===== src/rtl/mash_pkg.sv =====
package mash_pkg;

    // Seed controller states
    typedef enum logic {
        ST_PLANT = 1'b0,
        ST_RUN   = 1'b1
    } seed_state_t;

    // Magnitude bound of a d-th order first difference of a 0/1 carry
    function automatic int diff_bound(input int order_d);
        if (order_d <= 0) begin
            return 1;
        end
        return 1 << (order_d - 1);
    endfunction

endpackage


===== src/rtl/mash_seed_ctrl.sv =====
module mash_seed_ctrl
    import mash_pkg::*;
(
    input  logic clk,
    input  logic rst_n,
    output logic seed
);

    seed_state_t state_q;
    seed_state_t state_d;

    // State register
    always_ff @(posedge clk) begin
        if (!rst_n) begin
            state_q <= ST_PLANT;
        end else begin
            state_q <= state_d;
        end
    end

    // Next state
    always_comb begin
        state_d = state_q;
        unique case (state_q)
            ST_PLANT: state_d = ST_RUN;
            ST_RUN:   state_d = ST_RUN;
        endcase
    end

    // Outputs
    always_comb begin
        seed = 1'b0;
        unique case (state_q)
            ST_PLANT: seed = 1'b1;
            ST_RUN:   seed = 1'b0;
        endcase
    end

    AST_SEED_SINGLE: assert property (@(posedge clk) disable iff (!rst_n)
        seed |=> !seed);
    AST_RUN_HOLD: assert property (@(posedge clk) disable iff (!rst_n)
        (state_q == ST_RUN) |=> (state_q == ST_RUN));

endmodule


===== src/rtl/mash_acc_stage.sv =====
module mash_acc_stage #(
    parameter int ACC_W = 12
) (
    input  logic             clk,
    input  logic             rst_n,
    input  logic [ACC_W-1:0] addend,
    input  logic             cin,
    output logic [ACC_W-1:0] residue_next,
    output logic             carry_q
);

    logic [ACC_W-1:0] residue_q;
    logic [ACC_W:0]   total;

    assign total        = {1'b0, residue_q} + {1'b0, addend} + {{ACC_W{1'b0}}, cin};
    assign residue_next = total[ACC_W-1:0];

    always_ff @(posedge clk) begin
        if (!rst_n) begin
            residue_q <= '0;
            carry_q   <= 1'b0;
        end else begin
            residue_q <= total[ACC_W-1:0];
            carry_q   <= total[ACC_W];
        end
    end

    // Value is conserved: new residue plus carry weight equals old residue plus inputs
    AST_ACC_CONSERVE: assert property (@(posedge clk) disable iff (!rst_n)
        $past(rst_n) |-> ({1'b0, residue_q} + {carry_q, {ACC_W{1'b0}}}
                          == {1'b0, $past(residue_q)} + {1'b0, $past(addend)}
                             + {{ACC_W{1'b0}}, $past(cin)}));

endmodule


===== src/rtl/mash_diff_chain.sv =====
module mash_diff_chain
    import mash_pkg::*;
#(
    parameter int Y_W   = 5,
    parameter int DEPTH = 3,
    parameter int DIFFS = 0
) (
    input  logic                clk,
    input  logic                rst_n,
    input  logic                carry,
    output logic signed [Y_W-1:0] shaped
);

    localparam int BOUND = diff_bound(DIFFS);

    for (genvar j = 0; j < DEPTH; j++) begin : g_lvl
        logic signed [Y_W-1:0] src;
        logic signed [Y_W-1:0] prev_q;
        logic signed [Y_W-1:0] val_q;

        if (j == 0) begin : g_in
            assign src = {{(Y_W-1){1'b0}}, carry};
        end else begin : g_link
            assign src = g_lvl[j-1].val_q;
        end

        if (j < DIFFS) begin : g_diff
            always_ff @(posedge clk) begin
                if (!rst_n) begin
                    prev_q <= '0;
                    val_q  <= '0;
                end else begin
                    prev_q <= src;
                    val_q  <= src - prev_q;
                end
            end
        end else begin : g_delay
            always_ff @(posedge clk) begin
                if (!rst_n) begin
                    prev_q <= '0;
                    val_q  <= '0;
                end else begin
                    prev_q <= src;
                    val_q  <= src;
                end
            end
        end
    end

    assign shaped = g_lvl[DEPTH-1].val_q;

    AST_SHAPED_BOUND: assert property (@(posedge clk) disable iff (!rst_n)
        (shaped <= BOUND) && (shaped >= -BOUND));

endmodule


===== src/rtl/mash4_sdm.sv =====
module mash4_sdm #(
    parameter  int ACC_W = 12,
    parameter  int ORDER = 4,
    parameter  int OFS_W = 6,
    localparam int DIV_W = OFS_W + 1
) (
    input  logic             clk,
    input  logic             rst_n,
    input  logic [ACC_W-1:0] frac_word,
    input  logic [OFS_W-1:0] band_offset,
    output logic [DIV_W-1:0] div_ratio
);

    localparam int Y_W   = ORDER + 1;
    localparam int DEPTH = ORDER - 1;
    localparam int Y_MAX = 1 << (ORDER - 1);
    localparam int Y_MIN = 1 - Y_MAX;

    logic                  seed;
    logic [ACC_W-1:0]      residue_arr [ORDER];
    logic                  carry_arr   [ORDER];
    logic signed [Y_W-1:0] shaped_arr  [ORDER];
    logic signed [Y_W-1:0] y_sum;
    logic signed [Y_W-1:0] y_q;
    logic [DIV_W-1:0]      div_q;

    mash_seed_ctrl u_seed (
        .clk   (clk),
        .rst_n (rst_n),
        .seed  (seed)
    );

    for (genvar k = 0; k < ORDER; k++) begin : g_stg
        logic [ACC_W-1:0] addend;
        logic             cin;

        if (k == 0) begin : g_first
            assign addend = frac_word;
            assign cin    = seed;
        end else begin : g_next
            assign addend = residue_arr[k-1];
            assign cin    = 1'b0;
        end

        mash_acc_stage #(.ACC_W(ACC_W)) u_acc (
            .clk          (clk),
            .rst_n        (rst_n),
            .addend       (addend),
            .cin          (cin),
            .residue_next (residue_arr[k]),
            .carry_q      (carry_arr[k])
        );

        mash_diff_chain #(.Y_W(Y_W), .DEPTH(DEPTH), .DIFFS(k)) u_chain (
            .clk    (clk),
            .rst_n  (rst_n),
            .carry  (carry_arr[k]),
            .shaped (shaped_arr[k])
        );
    end

    // Noise-cancellation sum
    always_comb begin
        y_sum = '0;
        for (int k = 0; k < ORDER; k++) begin
            y_sum = y_sum + shaped_arr[k];
        end
    end

    always_ff @(posedge clk) begin
        if (!rst_n) begin
            y_q <= '0;
        end else begin
            y_q <= y_sum;
        end
    end

    // Band offset adder and divider translation
    always_ff @(posedge clk) begin
        if (!rst_n) begin
            div_q <= '0;
        end else begin
            div_q <= DIV_W'(band_offset) + DIV_W'(y_q);
        end
    end

    assign div_ratio = div_q;

    AST_Y_RANGE: assert property (@(posedge clk) disable iff (!rst_n)
        (y_q >= Y_MIN) && (y_q <= Y_MAX));
    AST_DIV_OFFSET: assert property (@(posedge clk) disable iff (!rst_n)
        $past(rst_n) |->
            (($signed(DIV_W'(div_ratio - DIV_W'($past(band_offset)))) >= Y_MIN) &&
             ($signed(DIV_W'(div_ratio - DIV_W'($past(band_offset)))) <= Y_MAX)));

endmodule


===== config.mk =====
export PLATFORM = sky130hd
export DESIGN_NAME = mash4_sdm
export DESIGN_NICKNAME = d
export VERILOG_FILES = /design/src/rtl/mash_pkg.sv /design/src/rtl/mash_seed_ctrl.sv /design/src/rtl/mash_acc_stage.sv /design/src/rtl/mash_diff_chain.sv /design/src/rtl/mash4_sdm.sv
export SDC_FILE = /design/constraint.sdc
export NUM_CORES = 1
export LEC_CHECK = 0
export CORE_MARGIN = 1
export CORE_UTILIZATION = 35
export DETAILED_ROUTE_END_ITERATION = 16
export DONT_BUFFER_PORTS = 1
export SLEW_MARGIN = 40
export SYNTH_ARGS = -nofsm -noshare
export SYNTH_HDL_FRONTEND = slang
export SYNTH_SLANG_ARGS = --single-unit

===== constraint.sdc =====
create_clock -name clk -period 9.9 [get_ports clk]
set_input_delay 1.98 -clock clk [delete_from_list [all_inputs] [get_ports clk]]
set_output_delay 1.98 -clock clk [all_outputs]
set_load 0.02 [all_outputs]

==> run metrics <==
first-pass GRT wire length=18300 um; I/O Buffers=0; setup tns final=0 ps; RSZ-0062 raised after global routing=false; antenna diode count=0; Final setup violation count=0; clock transition at the registers of the reported paths=70 ps; Post-CTS Setup Bufs=0; Starting Density=36.2%; Synth cell types=57; Final nets=715; largest net degree at the start of global routing=68; Mean Syn Cell Area=9.48 um2; Peak Freq=0.151 GHz; Synth Cell Area=0.00581 mm2; Yosys reg bits=106; Yosys warning count=0; die width=131 um; Crit Path Class=in2reg; WP data required=10190 ps; top post-synthesis cells by count=dfxtp_1, ha_1, nor2_1; Routed Antenna Nets=0; Die Height=131 um; EDFF count, synth=0; htree depth=3; asr flop ratio synth=0%; # DRC=0; Slew headroom=58.1%; endpoint type of the worst setup path=flop; TritonCTS Buffers=9; gr usage total=13.6%; Seq/Total Area, Yosys=36.5%; initial antenna violation count=0; ranking of synthesized cells by area=dfxtp_1, ha_1, fa_1; vias in the first global route=4064; Fin Clk Skew=5.11 ps; RD Place Congestion=0.844; Hold Path Class=reg2reg; Mapped Cells=613; Main synth FF type=dfxtp_1; Max FO, Critical Path=7; CP startpoint kind=primary input; Die ar.=0.0171 mm2; max_cap viols=0; Crit path arrival time=6900 ps; Root Buffer=clkbuf_16; grt ovf=0; P&R area growth vs syn=8.89%; status=finished, final reports clean; CTS Hold Buffers Added=0; num ports=27; Resize count post-CTS=0; most frequent cell after synthesis=dfxtp_1; final period utilization=66.8%; drt pass-1 iters=4; drt initial violations=233; worst-margin pin slew=628 ps; site row count=46; Final Hold Fails=0; CTS tree=yes; DPL Wire Length=7660 um; final slew viol count=0; min Tclk post-route=6620 ps; layout cell share with drive strength beyond 1=5.03%; area share of the largest cell type after synthesis=36.5%; post-synthesis net count=717; WL per Instance=12.5 um; CORE AREA=0.0161 mm2; Vias=4065; Clock Path Buffers=2; DR vias/cell=4.89; routed wire length=10400 um; clock sink total=106; clk_lat worst skew=350 ps; cell taking the most area after synthesis=dfxtp_1
worst paths after layout:
path / from / to / slack, ps / cells after the start
min reg2reg: g_stg[1].u_chain.g_lvl[0].val_q[0] / g_stg[1].u_chain.g_lvl[1].val_q[0] / 440 / 1
max reg2reg: u_seed.state_q / g_stg[3].u_acc.residue_q[11] / 4610 / 26
min: g_stg[1].u_chain.g_lvl[0].val_q[0] / g_stg[1].u_chain.g_lvl[1].val_q[0] / 440 / 1
max: frac_word[0] / g_stg[3].u_acc.residue_q[11] / 3280 / 25
through the flow:
step / area (um2) / util, % / setup slack, ps / std cells / hold slack [ps]
floorplan: 5810 / - / 3500 / 613 / 412
global placement: 6030 / 37.6 / 3230 / 816 / 419
detailed placement: 6030 / 37.6 / 2970 / 816 / 423
CTS: 6330 / 39.4 / 3340 / 832 / 440
global route: 6330 / 39.4 / 2960 / 832 / 457
finish: 6330 / 39.4 / 3280 / 832 / 435
layer usage:
layer / track usage [%] / up-vias / routed length (um) / part of all wire [%]
met4: 5.27 / 0 / 156 / 1.5
met2: 23.7 / 35 / 5080 / 49
li1: - / 2112 / - / -
met5: 0 / - / 0 / 0
met3: 2.44 / 10 / 237 / 2.3
met1: 16.5 / 1908 / 4940 / 47
layout by cell type (no fill, tap or decap), types with 3 or more instances in the layout:
| cell | synthesis | final |
|---|---|---|
| dfxtp_1 | 106 | 106 |
| ha_1 | 65 | 65 |
| nor2_1 | 64 | 64 |
| inv_1 | 41 | 41 |
| and2_1 | 39 | 39 |
| o21ai_0 | 28 | 28 |
| a21oi_1 | 26 | 26 |
| xnor2_1 | 21 | 21 |
| nand2_1 | 20 | 20 |
| nor3_1 | 20 | 20 |
| fa_1 | 19 | 19 |
| a21o_1 | 16 | 16 |
| o21a_1 | 14 | 14 |
| nand2b_1 | 12 | 12 |
| nor2b_1 | 11 | 11 |
| mux2i_1 | 9 | 9 |
| clkbuf_16 | 0 | 9 |
| nand3_1 | 8 | 8 |
| xor2_1 | 8 | 8 |
| a211oi_1 | 6 | 6 |
| o31a_1 | 4 | 4 |
| o21bai_1 | 4 | 4 |
| or3_1 | 4 | 4 |
| and3_1 | 4 | 4 |
| o31ai_1 | 3 | 3 |
| a31oi_1 | 3 | 3 |
| a211oi_2 | 3 | 3 |
| o2111ai_1 | 3 | 3 |
| nand3b_1 | 3 | 3 |
| nor3b_1 | 3 | 3 |
registers in the layout, summed over array words and instances (netlist names):
signal and flops:
g_stg.u_chain.g_lvl.prev_q 11, div_ratio 7, g_stg.u_chain.g_lvl.val_q 18, g_stg.u_chain.shaped 12, g_stg.u_acc.residue_q 48, u_seed.state_q 1, y_q 5, g_stg.u_acc.carry_q 4
cell type report:
class | count | area, um2
Tap cell | 216 | 270
Clock inverter | 7 | 70.1
Fill cell | 1545 | 9730
Multi-Input combinational cell | 451 | 3470
Sequential cell | 106 | 2120
Timing Repair Buffer | 1 | 7.51
Inverter | 42 | 158
Clock buffer | 9 | 225
kinds of logic after synthesis:
logic type      count (synthesis)  synth area share, %
simple gates                  197                 17.3
fa+ha+maj                      84                 20.5
mux                            10                 1.74
flops                         106                 36.5
xor+xnor                       29                 4.37
compound gates                131                 15.8
buf+inv                        56                 3.68
critical path, cell delays in order:
cell	delay [ps]
fa_1	460
inv_1	100
fa_1	200
nor2b_1	70
o31a_2	300
o21a_1	210
nor3_1	210
nor2_1	70
ha_1	330
nor2_1	60
a21oi_1	240
nand2_1	130
xnor2_1	160
ha_1	410
and2_1	180
o21ai_0	80
a31oi_1	290
o21a_1	200
nor2_1	50
ha_1	350
a21oi_1	220
o21bai_1	80
a21oi_1	140
o31a_1	160
mux2i_1	180
Power is left out: the tool's default activity adds up to more than one toggle a clock period on the data nets, which glitch-free logic cannot reach.
